$ cat config.mk
export PLATFORM = sky130hd
export DESIGN_NAME = btn_debounce
export DESIGN_NICKNAME = d
export VERILOG_FILES = /design/src/rtl/btn_db_pkg.sv /design/src/rtl/btn_db_sync.sv /design/src/rtl/btn_db_tick.sv /design/src/rtl/btn_db_fsm.sv /design/src/rtl/btn_debounce.sv
export SDC_FILE = /design/constraint.sdc
export NUM_CORES = 1
export LEC_CHECK = 0
export BUFFER_PORTS_ARGS = -buffer_cell sky130_fd_sc_hd__buf_2
export CORE_MARGIN = 2
export CORE_UTILIZATION = 40
export DETAILED_ROUTE_END_ITERATION = 10
export PLACE_DENSITY = 0.69
export SKIP_LAST_GASP = 1
export SYNTH_ARGS = -nofsm -noshare
export SYNTH_HDL_FRONTEND = slang
export SYNTH_SLANG_ARGS = --single-unit
$ cat constraint.sdc
create_clock -name clk -period 3.4 [get_ports clk]
set_input_delay 0.85 -clock clk [delete_from_list [all_inputs] [get_ports clk]]
set_output_delay 0.85 -clock clk [all_outputs]
set_load 0.1 [all_outputs]
$ cat src/rtl/btn_db_pkg.sv
package btn_db_pkg;

  typedef enum logic [2:0] {
    ST_IDLE    = 3'd0,
    ST_SETTLE  = 3'd1,
    ST_CONF1   = 3'd2,
    ST_CONF2   = 3'd3,
    ST_CONF3   = 3'd4,
    ST_PRESSED = 3'd5
  } db_state_t;

endpackage

$ cat src/rtl/btn_db_sync.sv
module btn_db_sync #(
  parameter int STAGES = 2
) (
  input  logic clk,
  input  logic rst,
  input  logic d_i,
  output logic q_o
);

  logic [STAGES-1:0] chain;

  generate
    for (genvar g = 0; g < STAGES; g++) begin : g_stage
      if (g == 0) begin : g_first
        always_ff @(posedge clk) begin
          if (rst) chain[0] <= 1'b0;
          else     chain[0] <= d_i;
        end
      end else begin : g_rest
        always_ff @(posedge clk) begin
          if (rst) chain[g] <= 1'b0;
          else     chain[g] <= chain[g-1];
        end
      end
    end
  endgenerate

  assign q_o = chain[STAGES-1];

endmodule

$ cat src/rtl/btn_db_tick.sv
module btn_db_tick #(
  parameter int DIV_RATIO = 0
) (
  input  logic clk,
  input  logic rst,
  input  logic ext_en_i,
  output logic tick_o
);

  generate
    if (DIV_RATIO == 0) begin : g_ext
      assign tick_o = ext_en_i;
    end else if (DIV_RATIO == 1) begin : g_every
      assign tick_o = 1'b1;
    end else begin : g_div
      localparam int DW = $clog2(DIV_RATIO);
      localparam logic [DW-1:0] LAST = DW'(DIV_RATIO - 1);
      logic [DW-1:0] div_q;
      logic          tick_q;

      always_ff @(posedge clk) begin
        if (rst) begin
          div_q  <= '0;
          tick_q <= 1'b0;
        end else begin
          tick_q <= (div_q == LAST - DW'(1));
          if (div_q == LAST) div_q <= '0;
          else               div_q <= div_q + DW'(1);
        end
      end

      assign tick_o = tick_q;

      AST_TICK_SPACING: assert property (@(posedge clk) disable iff (rst)
        tick_o |=> !tick_o);
    end
  endgenerate

endmodule

$ cat src/rtl/btn_db_fsm.sv
module btn_db_fsm
  import btn_db_pkg::*;
#(
  parameter int SETTLE_TICKS = 50
) (
  input  logic clk,
  input  logic rst,
  input  logic tick_i,
  input  logic btn_i,
  output logic clean_o
);

  localparam int CW = (SETTLE_TICKS > 1) ? $clog2(SETTLE_TICKS) : 1;
  localparam logic [CW-1:0] RELOAD = CW'(SETTLE_TICKS - 1);

  db_state_t     state_q, state_d;
  logic [CW-1:0] cnt_q, cnt_d;
  logic          clean_q;

  always_comb begin
    state_d = state_q;
    cnt_d   = cnt_q;
    unique case (state_q)
      ST_IDLE: begin
        if (btn_i) begin
          state_d = ST_SETTLE;
          cnt_d   = RELOAD;
        end
      end
      ST_SETTLE: begin
        if (cnt_q == '0) state_d = ST_CONF1;
        else             cnt_d   = cnt_q - CW'(1);
      end
      ST_CONF1:   state_d = btn_i ? ST_CONF2   : ST_IDLE;
      ST_CONF2:   state_d = btn_i ? ST_CONF3   : ST_IDLE;
      ST_CONF3:   state_d = btn_i ? ST_PRESSED : ST_IDLE;
      ST_PRESSED: state_d = btn_i ? ST_PRESSED : ST_IDLE;
      default:    state_d = ST_IDLE;
    endcase
  end

  always_ff @(posedge clk) begin
    if (rst) begin
      state_q <= ST_IDLE;
      cnt_q   <= RELOAD;
      clean_q <= 1'b0;
    end else if (tick_i) begin
      state_q <= state_d;
      cnt_q   <= cnt_d;
      clean_q <= (state_d == ST_PRESSED);
    end
  end

  assign clean_o = clean_q;

  AST_HOLD_NO_TICK: assert property (@(posedge clk) disable iff (rst)
    !tick_i |=> ($stable(state_q) && $stable(clean_q)));
  AST_IDLE_ARM: assert property (@(posedge clk) disable iff (rst)
    (tick_i && state_q == ST_IDLE && btn_i) |=> (state_q == ST_SETTLE && cnt_q == RELOAD));
  AST_CONF_ABORT: assert property (@(posedge clk) disable iff (rst)
    (tick_i && !btn_i && (state_q == ST_CONF1 || state_q == ST_CONF2 || state_q == ST_CONF3))
      |=> state_q == ST_IDLE);
  AST_RISE_AFTER_CONF3: assert property (@(posedge clk) disable iff (rst)
    $rose(clean_q) |-> $past(state_q) == ST_CONF3);
  AST_RELEASE_DROP: assert property (@(posedge clk) disable iff (rst)
    (tick_i && state_q == ST_PRESSED && !btn_i) |=> (!clean_q && state_q == ST_IDLE));
  AST_CNT_BOUND: assert property (@(posedge clk) disable iff (rst)
    cnt_q <= RELOAD);

endmodule

$ cat src/rtl/btn_debounce.sv
module btn_debounce #(
  parameter int SETTLE_TICKS = 50,
  parameter int DIV_RATIO    = 0,
  parameter int SYNC_STAGES  = 2
) (
  input  logic clk,
  input  logic rst,
  input  logic btn_raw_i,
  input  logic sample_en_i,
  output logic clean_o
);

  logic btn_s;
  logic tick;

  btn_db_sync #(.STAGES(SYNC_STAGES)) u_sync (
    .clk (clk),
    .rst (rst),
    .d_i (btn_raw_i),
    .q_o (btn_s)
  );

  btn_db_tick #(.DIV_RATIO(DIV_RATIO)) u_tick (
    .clk      (clk),
    .rst      (rst),
    .ext_en_i (sample_en_i),
    .tick_o   (tick)
  );

  btn_db_fsm #(.SETTLE_TICKS(SETTLE_TICKS)) u_fsm (
    .clk     (clk),
    .rst     (rst),
    .tick_i  (tick),
    .btn_i   (btn_s),
    .clean_o (clean_o)
  );

  AST_RESET_LOW: assert property (@(posedge clk)
    rst |=> !clean_o);

endmodule

==> results of run 1 <==
[final cells by class]
| class | count | area, sq um | share of cell area [%] |
|---|---|---|---|
| Tap cell | 16 | 20.02 | 2.920 |
| Clock buffer | 4 | 36.28 | 5.292 |
| Timing Repair Buffer | 4 | 20.02 | 2.920 |
| Inverter | 6 | 22.52 | 3.285 |
| Multi-Input combinational cell | 53 | 346.6 | 50.55 |
| Sequential cell | 12 | 240.2 | 35.04 |
[flip-flops by register name, summed over array words and instances, names as in the netlist]
| register | cells |
|---|---|
| u_fsm.clean_o | 1 |
| u_sync.chain | 1 |
| u_fsm.cnt_q | 6 |
| u_fsm.state_q | 3 |
| u_sync.q_o | 1 |
[cell usage after synthesis, drive strengths merged (3+ instances only)]
cell / number / area share, %
o21ai: 4 / 3.3
a21oi: 7 / 5.7
nor2: 5 / 3.1
dfxtp: 12 / 39
inv: 6 / 3.7
nand4: 3 / 3.1
nand2b: 5 / 5.5
nor4: 4 / 6.5
nand2: 3 / 1.8
or3: 3 / 3.9
nor3: 4 / 3.3
[worst register-to-register path: stages, from the launching register on]
cell	delay, ps
dfxtp_1	330
inv_1	80
ha_1	160
or3b_4	420
nor4_4	320
nor3_1	90
or3_1	340
[path summary, 6_finish.rpt]
check / start / to / slack (ps) / depth (start not counted)
worst max-delay path: u_fsm.clean_o$_SDFFE_PP0P_ / clean_o / 1470 / 1
worst min-delay path: u_sync.chain[0]$_SDFF_PP0_ / u_sync.q_o$_SDFF_PP0_ / 440 / 1
worst max register to register: u_fsm.cnt_q[0]$_SDFFE_PP1P_ / u_fsm.cnt_q[0]$_SDFFE_PP1P_ / 1560 / 6
worst min register to register: u_sync.chain[0]$_SDFF_PP0_ / u_sync.q_o$_SDFF_PP0_ / 440 / 1
[layer usage]
metal / routed length, microns / GRT usage (%)
met1: 572 / 17.99
met4: 0 / 3.636
met3: 60 / 6.383
met2: 523 / 23.28
met5: 0 / 0
[logic make-up after synthesis]
family,count (synthesis)
AO/OA/AOI/OAI,15
adder cells (fa/ha/maj),1
buffers and inverters,7
AND/OR/NAND/NOR,36
multiplexers,1
flip-flops,12
[report_power, final]
| group | internal [W] | leakage [nW] | switching, W | total (W) |
|---|---|---|---|---|
| clock | 0.0000651 | 0.0210 | 0.0000505 | 0.000116 |
| sequential | 0.000144 | 0.0976 | 0.00000369 | 0.000148 |
| combinational | 0.0000116 | 0.132 | 0.0000146 | 0.0000262 |
| total | 0.000221 | 0.251 | 0.0000688 | 0.000290 |
[through the flow]
stage	util, %	hold WS (ps)	area, sq um	instances	setup slack [ps]
after global placement	44.13	416.9	649.4	91	1346
after detailed placement	44.13	427.5	649.4	91	1308
after floorplan	-	413.8	613.1	72	1530
final	46.60	439.5	685.7	95	1468
after global routing	46.60	464.0	685.7	95	1399
after CTS	46.60	446.4	685.7	95	1452
==> reports/results.txt, run 1 <==
outcome = finished clean
combinational family with the most area after synthesis = simple AND/OR/NAND/NOR gates
Die Y = 43.15 microns
total clock buffers created by CTS = 3
clock-pin slew on the worst setup and hold paths = 80 ps
min cycle time layout = 1932 ps
most common cell after layout, fill and taps aside = dfxtp_1
Post-synth EDFFs = 0
vias in the first global route = 481
Fin Clk Skew = 2.919 ps
Die X = 43.15 microns
synth unique cells = 29
leading cell types in the layout, fill and taps excluded = dfxtp_1 (12), a21oi_1 (7), nor2_1 (5)
max frequency = 517.6 MHz
Setup crit end kind = primary output
final slew viol count = 0
clock root buffer = clkbuf_4
RSZ-0062 raised after global routing = no
Worst Max-Slew Pin Slew = 483.2 ps
vias per inst = 5.432
hold-fix buffers at CTS = 0
wire length per cell = 12.17 microns
ANT cells = 0
Hold/Removal Path Class = register to register
Most used DFF post-synth = dfxtp_1
Crit Path Category = register to primary output
post-synthesis register bit count = 12
Synth Warn # = 0
Setup TNS Final = 0 ps
drt first pass iters = 4
core area = 1471 sq um
pin count of the biggest net entering global routing = 10
XOR/XNOR Fraction of Synth Area = 0%
GRT Residual Overflow = 0
initial core utilization = 41.67%
FFs w/ async S/R, synth = 0%
Layout Nets = 85
Worst EP required = 2550 ps
FP Rows = 14
CTS tree = done
Worst path max stage delay = 440 ps
CTS-repair resized insts = 0
Routed Antenna Nets = 0
number of I/O port buffers = 4
Fillers = 155
first-pass GRT wire length = 2.021 mm
Mapped Nets = 77
layout cells sized above 1 = 18.99%
setup bufs post-CTS = 0
Worst VDD drop = 0.0002098 V
Area Overhead vs Synth = 11.84%
complex-gate fraction of the synthesized area = 14.90%
Fin. Hold Viols = 0
Top Ports = 5
sequential fraction of the synthesis area = 39.18%
Power Density = 422.3 nW/um^2
Post-Synth Simple-Gate Area = 37.96%
gr usage total = 14.64%
DRC Markers = 0
critical path cell sequence = buf_2
worst-path fanout max = 2
Max H-tree Level = 1
initial antenna violation count = 0
Total Wirelength = 1.156 mm
post-synthesis mux area share = 1.633%
Worst Setup Start Kind = register
Rel. slew slack = 68.01%
CP delay by family, top = buffers and inverters
Post-Syn Area = 613.1 sq um
die area = 1862 sq um
DR vias = 516
DPL Wire Length = 837.8 microns
Final setup viols = 0
Power Total = 0.0002895 W
Post-Synth Adder-Cell Area = 2.041%
Final Wtd Congestion = 0.7320
1st-iter DRT viols = 12
Sinks on Clock Net = 12
worst skew pair latency = 280 ps
Worst Path Buf+Inv = 1
Syn Inst Count = 72
Syn Area/Cell = 8.515 sq um
Crit-path slowest cell = buf_2
Max clock buf depth = 2
WP data arrival = 1080 ps
leakage = 0.2511 nW
Max Cap Viol = 0
final worst-path cycle share = 56.82%
Power figures use the tool's default switching activity.
==> run 2, diff against run 1 <==
==> constraint.sdc (replaced) <==
create_clock -name clk -period 2 [get_ports clk]
set_input_delay 0.5 -clock clk [delete_from_list [all_inputs] [get_ports clk]]
set_output_delay 0.5 -clock clk [all_outputs]
set_load 0.1 [all_outputs]
==> reports/results.txt, run 2 (same netlist as run 1, synthesis figures left out) <==
WP data arrival = 1990 ps
die area = 1862 sq um
layout cells sized above 1 = 18.99%
Area Overhead vs Synth = 10.82%
CP delay by family, top = simple AND/OR/NAND/NOR gates
most common cell after layout, fill and taps aside = dfxtp_1
number of flip-flops in the largest register = 6
area of the multi-input gates = 346.6 sq um
Combinational Power Share = 10.1%
initial core utilization = 41.67%
Worst EP required = 2210 ps
final worst-path cycle share = 88.87%
leakage = 0.2494 nW
setup bufs post-CTS = 0
Worst Setup Start Kind = register
wire length per cell = 11.88 microns
leading cell types in the layout, fill and taps excluded = dfxtp_1 (12), a21oi_1 (7), nor2_1 (5)
Max clock buf depth = 2
Setup TNS Final = 0 ps
vias per inst = 5.632
initial antenna violation count = 0
first-pass GRT wire length = 1.945 mm
Worst Max-Slew Pin Slew = 484.2 ps
min cycle time layout = 1777 ps
gr usage total = 14.19%
Fillers = 155
Die Y = 43.15 microns
DRC Markers = 0
critical path cell sequence = inv_1 -> ha_1 -> or3b_4 -> nor4_4 -> buf_4 -> or4_1 -> a21oi_1
Core Util, Final = 46.17%
1st-iter DRT viols = 8
Seq pwr share = 56.4%
Crit Path Category = register to register
ANT cells = 0
core area = 1471 sq um
max frequency = 562.6 MHz
Setup crit end kind = register
number of I/O port buffers = 4
final slew viol count = 0
CTS tree = done
RSZ-0062 raised after global routing = no
Largest Register = u_fsm.cnt_q
outcome = finished clean
total clock buffers created by CTS = 3
Fin. Hold Viols = 0
Final setup viols = 0
total internal power = 0.0003344 W
Sw Ratio = 24.78%
power share of the clock group = 33.5%
Register Area = 240.2 sq um
Crit-path slowest cell = or4_1
clock root buffer = clkbuf_4
Layout Nets = 86
DPL Wire Length = 848.3 microns
largest registers = u_fsm.cnt_q x6, u_fsm.state_q x3
DR vias = 535
Routed Antenna Nets = 0
Layout Cells excl Fill = 95
FP Rows = 14
drt first pass iters = 4
Top Ports = 5
GRT Residual Overflow = 0
placed cells = 92
Power Density = 654.4 nW/um^2
worst skew pair latency = 280 ps
Fin Clk Skew = 3.275 ps
pin count of the biggest net entering global routing = 10
Worst path max stage delay = 460 ps
Total Wirelength = 1.129 mm
CTS-repair resized insts = 0
Worst VDD drop = 0.0004119 V
Max H-tree Level = 1
Max Cap Viol = 0
Hold/Removal Path Class = input port to register
Sinks on Clock Net = 12
Final Wtd Congestion = 0.8685
Die X = 43.15 microns
clock-pin slew on the worst setup and hold paths = 70 ps
vias in the first global route = 451
net switching power = 0.0001102 W
worst-path fanout max = 5
Rel. slew slack = 67.94%
Worst Path Buf+Inv = 2
hold-fix buffers at CTS = 0
run 2: power by group through the flow:
| stage | clock (W) | combinational, W | sequential [W] |
|---|---|---|---|
| finish | 0.000149 | 0.0000447 | 0.000251 |
| global route | 0.000166 | 0.0000507 | 0.000252 |
| CTS | 0.000155 | 0.0000449 | 0.000251 |
| detailed placement | 0 | 0.0000446 | 0.000257 |
| global placement | 0 | 0.0000438 | 0.000257 |
| floorplan | 0 | 0.0000326 | 0.000255 |
run 2: metal layers:
layer / routed length [microns] / up-vias / global-route usage (%)
li1: - / 282 / -
met1: 564 / 243 / 17.71
met2: 492 / 8 / 21.19
met3: 57 / 2 / 7.660
met4: 14 / 0 / 3.636
met5: 0 / - / 0
run 2: worst register-to-register path: stages (launching register included):
cell,delay (ps)
dfxtp_1,360
inv_1,70
ha_1,210
or3b_4,270
nor4_4,50
buf_4,150
or4_1,460
a21oi_1,140
run 2: layout make-up:
type / count / area share (%)
Timing Repair Buffer: 5 / 4.052
Tap cell: 16 / 2.947
Inverter: 6 / 3.315
Multi-Input combinational cell: 53 / 51.01
Sequential cell: 12 / 35.36
Clock buffer: 3 / 3.315
run 2: worst paths after layout:
check / cells after the start / startpoint / slack, ps / to
min reg2reg: 1 / u_sync.chain[0]$_SDFF_PP0_ / 440 / u_sync.q_o$_SDFF_PP0_
max: 7 / u_fsm.cnt_q[0]$_SDFFE_PP1P_ / 220 / u_fsm.cnt_q[2]$_SDFFE_PP0P_
min: 2 / btn_raw_i / 430 / u_sync.chain[0]$_SDFF_PP0_
max reg2reg: 7 / u_fsm.cnt_q[0]$_SDFFE_PP1P_ / 220 / u_fsm.cnt_q[2]$_SDFFE_PP0P_
run 2: metrics by stage:
step	hold WS (ps)	power (W)	setup slack, ps	instance area, sq um
3_3_place_gp	419.5	0.0003004	255.6	656.9
3_5_place_dp	428.3	0.0003012	236.4	656.9
5_1_grt	442.0	0.0004686	122.0	679.4
6_report	431.1	0.0004446	222.7	679.4
4_1_cts	424.2	0.0004511	216.5	679.4
2_1_floorplan	413.8	0.0002876	288.3	613.1
==> run 3, diff against run 2 <==
--- a/config.mk
+++ b/config.mk
@@ -9,7 +9,7 @@
 export CORE_MARGIN = 2
 export CORE_UTILIZATION = 40
 export DETAILED_ROUTE_END_ITERATION = 10
-export PLACE_DENSITY = 0.69
+export PLACE_DENSITY = 0.55
 export SKIP_LAST_GASP = 1
 export SYNTH_ARGS = -nofsm -noshare
 export SYNTH_HDL_FRONTEND = slang
==> reports/results.txt, run 3 (same netlist as run 1, synthesis figures left out) <==
DPL Wire Length = 841 microns
initial antenna violation count = 0
Hold/Removal Path Class = input port to register
clock-pin slew on the worst setup and hold paths = 80 ps
Power Total = 0.0004897 W
area of the multi-input gates = 349.1 sq um
vias per inst = 5.577
ANT cells = 0
number of flip-flops in the largest register = 6
worst setup margin = 130.2 ps
initial core utilization = 41.67%
dpl ws = 165.2 ps
FP Rows = 14
wire length per cell = 11.93 microns
drt first pass iters = 4
Final setup viols = 0
Register Area = 241.5 sq um
Layout Cells excl Fill = 97
met1 Resource Use GR = 18.13%
worst-path fanout max = 5
M2 GR Usage = 22.39%
leakage = 0.2583 nW
GRT Residual Overflow = 0
Max Cap Viol = 0
Setup crit end kind = register
Rel. slew slack = 67.96%
min cycle time layout = 1870 ps
Total Wirelength = 1.157 mm
core area = 1471 sq um
Hold Path Depth = 2
Worst Max-Slew Pin Slew = 484.0 ps
worst skew pair latency = 270 ps
leading cell types in the layout, fill and taps excluded = dfxtp_1 (11), a21oi_1 (7), nor2_1 (5)
Die X = 43.15 microns
final slew viol count = 0
Fillers = 158
WP data arrival = 2030 ps
most common cell after layout, fill and taps aside = dfxtp_1
die area = 1862 sq um
Final Wtd Congestion = 0.7266
largest registers = u_fsm.cnt_q x6, u_fsm.state_q x3
Reg2Reg Setup Slack = 130 ps
number of I/O port buffers = 4
Die Y = 43.15 microns
Fin. Hold Viols = 0
met3 GRT Util = 6.383%
final worst-path cycle share = 93.49%
hold-fix buffers at CTS = 0
first-pass GRT wire length = 2.014 mm
Worst Reg2Reg Path Length in Cells = 6
vias in the first global route = 468
gr usage total = 14.94%
Worst EP required = 2160 ps
pin count of the biggest net entering global routing = 10
total clock buffers created by CTS = 3
outcome = finished clean
Worst Setup Start Kind = register
clock root buffer = clkbuf_4
Fin Clk Skew = 8.340 ps
DR vias = 541
Routed Antenna Nets = 0
most used routing layer = met2
R2R Path Start = u_fsm.cnt_q[0]$_SDFFE_PP1P_
Layout Nets = 87
DRC Markers = 0
1st-iter DRT viols = 11
CP Launch Point = u_fsm.cnt_q[0]$_SDFFE_PP1P_
placed cells = 91
Largest Register = u_fsm.cnt_q
Top Ports = 5
layout cells sized above 1 = 24.69%
max frequency = 534.8 MHz
Sinks on Clock Net = 12
Max clock buf depth = 2
Core Util, Final = 47.87%
Max H-tree Level = 1
Worst VDD drop = 0.0004611 V
Power Density = 695.2 nW/um^2
Min-Delay Startpoint = btn_raw_i
Setup TNS Final = 0 ps
Crit Path Category = register to register
reg2reg end = u_fsm.cnt_q[0]$_SDFFE_PP1P_
Area Overhead vs Synth = 14.90%
Hold Path End = u_sync.chain[0]$_SDFF_PP0_
CTS tree = done
## run 3: metal layers
layer  vias to the layer above  wire length, microns
met2                        13                   525
met1                       242                   547
met5                         -                     0
met3                         2                    67
met4                         0                    17
li1                        284                     -
## run 3: report_power, final
part | switching (W) | internal, W | leakage [nW] | total, W
sequential | 0.00000642 | 0.000245 | 0.0972 | 0.000251
clock | 0.0000830 | 0.000111 | 0.0210 | 0.000194
combinational | 0.0000248 | 0.0000199 | 0.140 | 0.0000447
## run 3: worst max path at each step
| stage | to | slack, ps | cells past startpoint |
|---|---|---|---|
| after floorplan | u_fsm.cnt_q[0]$_SDFFE_PP1P_ | 290 | 6 |
| after global placement | u_fsm.cnt_q[0]$_SDFFE_PP1P_ | 200 | 6 |
| after detailed placement | u_fsm.cnt_q[0]$_SDFFE_PP1P_ | 170 | 6 |
| after CTS | u_fsm.cnt_q[0]$_SDFFE_PP1P_ | 150 | 6 |
| after global routing | u_fsm.cnt_q[0]$_SDFFE_PP1P_ | -9 | 6 |
| final | u_fsm.cnt_q[0]$_SDFFE_PP1P_ | 130 | 6 |
## run 3: repair_timing
action,4_1_cts,5_1_grt
setup endpoints to repair,0,1
hold endpoints to repair,0,0
setup buffers,0,2
resized for setup,0,3
## run 3: worst max-delay path, stage by stage, from the launching register on
cell     delay, ps
dfxtp_2        340
inv_2           50
ha_2           160
or3b_4         410
nor4_4         370
nor3_1          80
or3_1          340
## run 3: metrics by stage
| step | cell area (sq um) | hold WS [ps] |
|---|---|---|
| 6_report | 704.4 | 445.9 |
| 5_1_grt | 704.4 | 451.9 |
| 4_1_cts | 685.7 | 437.1 |
| 3_5_place_dp | 649.4 | 435.4 |
| 3_3_place_gp | 649.4 | 433.8 |
| 2_1_floorplan | 613.1 | 413.8 |
## run 3: cell type report
type,instances,share of cell area (%)
Multi-Input combinational cell,53,49.56
Sequential cell,12,34.28
Clock buffer,4,5.151
Timing Repair Buffer,6,4.973
Inverter,6,3.197
Tap cell,16,2.842
